## src/rtl/clk_park_pkg.sv

```systemverilog
package clk_park_pkg;
  typedef enum logic [1:0] {
    ST_IDLE    = 2'd0,
    ST_PARK    = 2'd1,
    ST_RESTORE = 2'd2
  } park_state_e;
endpackage

```

## src/rtl/settle_timer.sv

```systemverilog
module settle_timer #(
  parameter int unsigned CYCLES = 2400
) (
  input  logic clk,
  input  logic rst_n,
  input  logic load,
  output logic expired
);
  localparam int unsigned CW = (CYCLES > 1) ? $clog2(CYCLES) : 1;
  localparam logic [CW-1:0] RELOAD = CW'(CYCLES - 1);

  logic [CW-1:0] cnt_q, cnt_d;
  logic          cnt_en;

  always_comb begin
    cnt_en = load || (cnt_q != '0);
    if (load) cnt_d = RELOAD;
    else      cnt_d = cnt_q - 1'b1;
  end

  always_ff @(posedge clk or negedge rst_n) begin
    if (!rst_n)      cnt_q <= '0;
    else if (cnt_en) cnt_q <= cnt_d;
  end

  assign expired = (cnt_q == '0);
endmodule

```

## src/rtl/err_flag.sv

```systemverilog
module err_flag (
  input  logic clk,
  input  logic rst_n,
  input  logic set,
  input  logic clr,
  output logic err
);
  logic err_q, err_d, err_en;

  always_comb begin
    err_en = set || clr;
    err_d  = set;
  end

  always_ff @(posedge clk or negedge rst_n) begin
    if (!rst_n)      err_q <= 1'b0;
    else if (err_en) err_q <= err_d;
  end

  assign err = err_q;

  a_r8_sticky: assert property (@(posedge clk) disable iff (!rst_n)
    err_q && !clr |=> err_q);
  a_r8_set_wins: assert property (@(posedge clk) disable iff (!rst_n)
    set |=> err_q);
endmodule

```

## src/rtl/park_fsm.sv

```systemverilog
module park_fsm
  import clk_park_pkg::*;
(
  input  logic clk,
  input  logic rst_n,
  input  logic park_req,
  input  logic restore_req,
  input  logic expired,
  output logic load,
  output logic reject,
  output logic out_sel,
  output logic src_sel,
  output logic busy,
  output logic done
);
  park_state_e state_q, state_d;
  logic out_q, out_d, src_q, src_d, done_q, done_d;
  logic idle, accept_park, accept_restore, finish;

  always_comb begin
    idle           = (state_q == ST_IDLE);
    accept_park    = idle && park_req && !restore_req;
    accept_restore = idle && restore_req && !park_req;
    reject         = (park_req || restore_req) && !(accept_park || accept_restore);
    finish         = !idle && expired;
    load           = accept_park || accept_restore;

    state_d = state_q;
    out_d   = out_q;
    src_d   = src_q;
    done_d  = 1'b0;
    unique case (state_q)
      ST_IDLE: begin
        if (accept_park) begin
          out_d   = 1'b0;
          state_d = ST_PARK;
        end else if (accept_restore) begin
          out_d   = 1'b1;
          state_d = ST_RESTORE;
        end
      end
      ST_PARK: begin
        if (finish) begin
          src_d   = 1'b1;
          done_d  = 1'b1;
          state_d = ST_IDLE;
        end
      end
      ST_RESTORE: begin
        if (finish) begin
          done_d  = 1'b1;
          state_d = ST_IDLE;
        end
      end
      default: state_d = ST_IDLE;
    endcase
  end

  always_ff @(posedge clk or negedge rst_n) begin
    if (!rst_n) begin
      state_q <= ST_IDLE;
      out_q   <= 1'b0;
      src_q   <= 1'b0;
      done_q  <= 1'b0;
    end else begin
      state_q <= state_d;
      out_q   <= out_d;
      src_q   <= src_d;
      done_q  <= done_d;
    end
  end

  assign out_sel = out_q;
  assign src_sel = src_q;
  assign busy    = !idle;
  assign done    = done_q;

  a_r3_src_only_when_parked: assert property (@(posedge clk) disable iff (!rst_n)
    $rose(src_sel) |-> !out_sel && done);
  a_r5_done_one_cycle: assert property (@(posedge clk) disable iff (!rst_n)
    done |=> !done);
  a_r5_done_not_busy: assert property (@(posedge clk) disable iff (!rst_n)
    done |-> !busy);
  a_r2_park_entry: assert property (@(posedge clk) disable iff (!rst_n)
    $fell(out_sel) |-> (state_q == ST_PARK) && busy);
  a_r4_restore_keeps_src: assert property (@(posedge clk) disable iff (!rst_n)
    (state_q == ST_RESTORE) |-> $stable(src_sel));
  a_r6_busy_ignores_req: assert property (@(posedge clk) disable iff (!rst_n)
    busy && (park_req || restore_req) |=> $stable(out_sel));
endmodule

```

## src/rtl/clk_park_seq.sv

```systemverilog
module clk_park_seq #(
  parameter int unsigned SETTLE_CYCLES = 2400
) (
  input  logic clk,
  input  logic rst_n,
  input  logic park_req,
  input  logic restore_req,
  input  logic err_clr,
  output logic out_sel,
  output logic src_sel,
  output logic busy,
  output logic done,
  output logic err
);
  logic load, expired, reject;

  initial begin
    if (SETTLE_CYCLES < 1) $error("SETTLE_CYCLES must be at least 1");
  end

  park_fsm u_fsm (
    .clk         (clk),
    .rst_n       (rst_n),
    .park_req    (park_req),
    .restore_req (restore_req),
    .expired     (expired),
    .load        (load),
    .reject      (reject),
    .out_sel     (out_sel),
    .src_sel     (src_sel),
    .busy        (busy),
    .done        (done)
  );

  settle_timer #(.CYCLES(SETTLE_CYCLES)) u_timer (
    .clk     (clk),
    .rst_n   (rst_n),
    .load    (load),
    .expired (expired)
  );

  err_flag u_err (
    .clk   (clk),
    .rst_n (rst_n),
    .set   (reject),
    .clr   (err_clr),
    .err   (err)
  );

  a_r7_pair_no_busy: assert property (@(posedge clk) disable iff (!rst_n)
    !busy && park_req && restore_req |=> !busy && err);
endmodule

```

## config.mk

```make
export PLATFORM = sky130hd
export DESIGN_NAME = clk_park_seq
export DESIGN_NICKNAME = d
export VERILOG_FILES = /design/src/rtl/clk_park_pkg.sv /design/src/rtl/settle_timer.sv /design/src/rtl/err_flag.sv /design/src/rtl/park_fsm.sv /design/src/rtl/clk_park_seq.sv
export SDC_FILE = /design/constraint.sdc
export NUM_CORES = 1
export LEC_CHECK = 0
export BUFFER_PORTS_ARGS = -buffer_cell sky130_fd_sc_hd__buf_2
export CAP_MARGIN = 10
export CORE_MARGIN = 2
export CORE_UTILIZATION = 41
export DETAILED_ROUTE_END_ITERATION = 7
export GPL_TIMING_DRIVEN = 0
export PLACE_DENSITY = 0.72
export REMOVE_ABC_BUFFERS = 1
export SYNTH_ARGS = -nofsm -noshare
export SYNTH_HDL_FRONTEND = slang
export SYNTH_SLANG_ARGS = --single-unit
```

## constraint.sdc

```tcl
create_clock -name clk -period 1.75 [get_ports clk]
set_input_delay 0.175 -clock clk [delete_from_list [all_inputs] [get_ports clk]]
set_output_delay 0.175 -clock clk [all_outputs]
set_load 0.02 [all_outputs]
```

; Yosys cells after proc, flatten, opt, wreduce, memory -nomap -nowiden
; Cells that the tools add are included.
[totals]
input_bits = 5
reg_bits = 18
elab_cells = 42
out_inout_bits = 5
[classes]
n_eq_ne = 4
n_mux = 9
n_addsub = 1
reduce_logical = 22
[op_table]
columns = cell, count
row1 = logical NOT 12 bit, 1
row2 = 2-to-1 mux 12 bit, 1
row3 = nonzero test 12 bit, 1
row4 = "subtractor 12 x 1 -> 12 bit, second input constant", 1
row5 = logical AND 1 bit, 6
row6 = 2-to-1 mux 2 bit, 3
row7 = AND reduction 2 bit, 3
row8 = logical NOT 1 bit, 4
row9 = logical OR 1 bit, 4
row10 = 2-to-1 mux 1 bit, 4
row11 = one-hot mux 2 bit (2 select lines), 1
row12 = "inequality test 3 bit, second input constant", 1
row13 = "equality test 2 x 1 -> 1 bit, second input constant", 1
row14 = "equality test 2 bit, second input constant", 1
row15 = logical NOT 2 bit, 1
row16 = "inequality test 2 x 1 -> 1 bit, second input constant", 1
row17 = nonzero test 2 bit, 1
row18 = OR reduction 2 bit, 1

; Logic depth before layout (Yosys ltp)
[logic_depth]
word_depth = 7
ltp_mapped = 6
depth_no_buf = 6

; Modules after synthesis
; Synthesis repeated with hierarchy kept, for this count alone.
[unflattened]
cells_unflattened = 103
hier_area_um2 = 1028.5
[by_module_without_submodules]
columns = module, cells_each, seq_area_each_um2, n_inst, area_each_um2
row1 = settle_timer, 71, 300.3, 1, 708.2
row2 = park_fsm, 29, 125.1, 1, 284.0
row3 = err_flag, 3, 25.0, 1, 36.3

; Worst setup path before layout
; No wires, ideal clock.
[synth_path]
kind = flip-flop to flip-flop
startpoint = register u_timer.cnt_q[0]
endpoint = register u_timer.cnt_q[10]
required_time_ns = 1.628
arrival_ns = 1.693
stages_incl_launch_ff = 7
setup_slack_ns = -0.065
period_less_slack_ns = 1.815
n_path_buf = 0
setup_ns = 0.122
path_cell_list = dfrtp_1 -> inv_1 -> ha_1 -> or3b_2 -> a2111oi_2 -> xnor2_1 -> nor2_1
[synth_via]
elab_chain_len = 2
word_cells_on_any_way = 4
classes_between = 1 x add/sub / 1 x mux / 2 x reduce/logical
[synth_rtl]
columns = element, line
row1 = "start, declared", settle_timer.sv:12  ; logic [CW-1:0] cnt_q, cnt_d;
row2 = "start signal, assigned", settle_timer.sv:23  ; else if (cnt_en) cnt_q <= cnt_d;
row3 = subtractor 12 x 1 -> 12 bit or nonzero test 12 bit (tied branches), "settle_timer.sv:18, settle_timer.sv:16"
row4 = 2-to-1 mux 12 bit or logical OR 1 bit (tied branches), "settle_timer.sv:17, settle_timer.sv:16"
; Parallel ways exist; a longest one is shown, timed or not.
; A chain may end at the register's enable or synchronous reset.

; Worst setup path after layout
[layout_path]
startpoint = register u_timer.cnt_q[2]
endpoint = register u_timer.cnt_q[7]
; Same word-level chain as after synthesis.

==> summary.md <==
| Metric | Value |
|---|---|
| DR iter-0 viols | 8 |
| Post-synth EDFFs | 0 |
| Synthesized area | 998 um^2 |
| Area Overhead vs Synth | 24.3% |
| Reg2Reg Launch Point | u_timer.cnt_q[2]$_DFFE_PN0P_ |
| Critical path's top delay family | simple AND/OR/NAND/NOR gates |
| First-pass GRT wire length | 3.54 mm |
| Primary FF master, synth | dfrtp_1 |
| CP Depth | 4 |
| I/O pins | 10 |
| Clock-pin slew of the registers on the worst-case setup and hold paths | 0.11 ns |
| Hold Path Stages | 2 |
| Critical Path Fanout Max | 5 |
| Worst Hold Class | in -> reg |
| Crit path from | u_timer.cnt_q[2]$_DFFE_PN0P_ |
| Crit path capture type | register |
| Largest net degree at the start of global routing | 19 |
| Footprint of the multi-input gates | 577 um^2 |
| YS warnings | 0 |
| Die Wd | 53.4 um |
| Core Box Area | 2250 um^2 |
| Cell Rows | 17 |
| Later-pin clock latency in the skew report | 0.30 ns |
| Synth Instances | 98 |
| Total clock sinks | 18 |
| Pleak | 0.523 nW |
| Status | finished with violations |
| Cells along the critical path | or4_4, a31o_4, or3_4, a21oi_2 |
| Initial Util | 44.3% |
| Fmax | 0.567 GHz |
| FF+latch area | 452 um^2 |
| Worst Path Arrival | 2.00 ns |
| RR Endpoint | u_timer.cnt_q[7]$_DFFE_PN0P_ |
| RSZ-0062 raised after global routing | true |
| Worst-Margin Slew | 0.471 ns |
| GRT Residual Overflow | 0 |
| Max cap viols | 0 |
| Die area | 2850 um^2 |
| Filler cells | 219 |
| DP Wirelength | 1.33 mm |
| Vias in the first global route | 790 |
| CP Class | reg -> reg |
| Crit path to | u_timer.cnt_q[7]$_DFFE_PN0P_ |
| Routed len/inst | 14.1 um |
| Vias per cell | 5.53 |
| Slew margin rel. | 68.5% |
| Crit share post-route | 101% |
| Final hold viol count | 0 |
| Antenna Cells | 0 |
| Vias | 807 |
| Violated checks | negative setup slack |
| Register area share after synthesis | 45.1% |
| Final setup fails | 1 |
| Layout net count | 128 |
| PnR worst setup slack | -0.0130 ns |
| Syn_area_per_cell | 10.2 um^2 |
| CTS tree | yes |
| CP Launch Type | register |
| Crit path max-delay cell type | or4_4 |
| Req. time, crit path | 1.98 ns |
| CTS max path bufs | 2 |
| Routed WL | 2.06 mm |
| Layout cell share with drive strength beyond 1 | 32.2% |
| Port Buffer Count | 9 |
| Most common cell after layout, fill and taps aside | dfrtp_1 |
| Die Ht | 53.4 um |
| Peak VDD IR | 856 uV |
| Most frequent cells in the layout | dfrtp_1, nor2_1, buf_2 |
| GRT Resource Usage Total | 17.6% |
| CTS Buf Count | 3 |
| Min Tclk post-route | 1.76 ns |
| CTS H-tree depth | 1 |
| FF-to-FF setup slack | -0.01 ns |
| Pwr dens | 1170 nW/um^2 |
| Initial antenna violation count | 0 |
| #FFs+latches synth | 18 |
| # DRC | 0 |
| Layout Utilization | 55.0% |
| Buf+Inv Stages, Crit Path | 0 |
| Pre-CTS setup slack | -0.262 ns |
| Yosys cell types | 41 |
| Slew Viols, Final | 0 |
| Post-synth ARST share | 100% |
| Biggest cell delay along the critical path | 0.56 ns |
| CTS root buf | clkbuf_4 |
| Drt pass-1 iters | 4 |
| Worst Reg2Reg Path Length in Cells | 4 |
| Routed Antenna Nets | 0 |
| Setup_tns | -0.0130 ns |
| GP Congestion | 0.744 |
| Setup Skew | 0.00363 ns |
layer usage:
layer / routed length [um] / vias to the layer above / track usage, %
li1: - / 402 / -
met1: 946 / 395 / 19.9
met2: 1050 / 10 / 32.7
met3: 63 / 0 / 5.93
met4: 0 / 0 / 1.28
met5: 0 / - / 0
worst register-to-register path: cells and delay by family (launching register included):
family | cells | cell delay, ns
DFF | 1 | 0.44
AOI/OAI and AO/OA | 2 | 0.37
and+or+nand+nor | 2 | 0.89
area by class of cell:
cell class              count  share of cell area, %
multi-input cells          71                   46.5
flip-flops and latches     18                   36.4
repair buffers             17                   8.97
clock buffers               4                   2.92
well taps                  28                   2.82
inverters                   8                   2.42
flip-flops by register name, indices dropped and copies added, names as in the netlist:
name           cells
u_err.err          1
u_fsm.state_q      2
u_timer.cnt_q     12
u_fsm.src_sel      1
u_fsm.done         1
u_fsm.out_sel      1
Yosys cell counts (all sizes together) (2+ instances only):
cell | number | area share (%)
a32o | 2 | 2.0
a21oi | 4 | 2.0
nor2 | 9 | 3.4
and2 | 3 | 1.9
nand2 | 6 | 2.3
a31o | 2 | 2.6
or4 | 3 | 2.6
nand3 | 2 | 1.0
xnor2 | 4 | 3.5
nor3 | 2 | 1.5
or3 | 2 | 1.4
a211oi | 2 | 1.5
o21ai | 6 | 3.0
inv | 8 | 3.0
o22ai | 2 | 1.3
dfrtp | 18 | 45
ha | 4 | 5.0
nand4 | 2 | 1.9
where the power goes:
| group | total, W | switching [W] | leakage, nW | internal (W) |
|---|---|---|---|---|
| clock | 0.000263 | 0.000137 | 0.0210 | 0.000127 |
| sequential | 0.000583 | 0.0000798 | 0.210 | 0.000504 |
| combinational | 0.000599 | 0.000324 | 0.293 | 0.000275 |
| total | 0.00145 | 0.000541 | 0.523 | 0.000905 |
worst min path at each step:
stage / startpoint / to / slack, ns
floorplan: rst_n / u_err.err$_DFFE_PN0P_ / -0.12
global placement: rst_n / u_timer.cnt_q[8]$_DFFE_PN0P_ / 0.13
detailed placement: rst_n / u_timer.cnt_q[9]$_DFFE_PN0P_ / 0.13
CTS: err_clr / u_err.err$_DFFE_PN0P_ / 0.04
global route: err_clr / u_err.err$_DFFE_PN0P_ / 0.04
finish: err_clr / u_err.err$_DFFE_PN0P_ / 0.06
kinds of logic after synthesis:
family / after synthesis / synth area share, %
XOR/XNOR: 5 / 4.39
flip-flops: 18 / 45.1
adder cells (fa/ha/maj): 4 / 5.01
AO/OA/AOI/OAI: 26 / 19.7
AND/OR/NAND/NOR: 36 / 22.4
buffers and inverters: 9 / 3.38
stage by stage:
step | power, W | area, um^2 | instances | hold slack [ns]
2_1_floorplan | 0.000959 | 995 | 97 | -0.121
3_3_place_gp | 0.00107 | 1070 | 134 | 0.129
3_5_place_dp | 0.00109 | 1070 | 134 | 0.130
4_1_cts | 0.00144 | 1210 | 144 | 0.0393
5_1_grt | 0.00158 | 1240 | 146 | 0.0359
6_report | 0.00145 | 1240 | 146 | 0.0562
repair_timing:
action                                  in CTS  in global routing
hold endpoints to repair                    18                  0
buffers inserted                             5                  2
hold buffers                                 1                  0
cloned                                       0                  0
resized for setup                           11                  4
endpoints found under the setup margin      11                  8
pin swaps                                    3                  3
No activity file was read; power rests on OpenSTA's default activity.
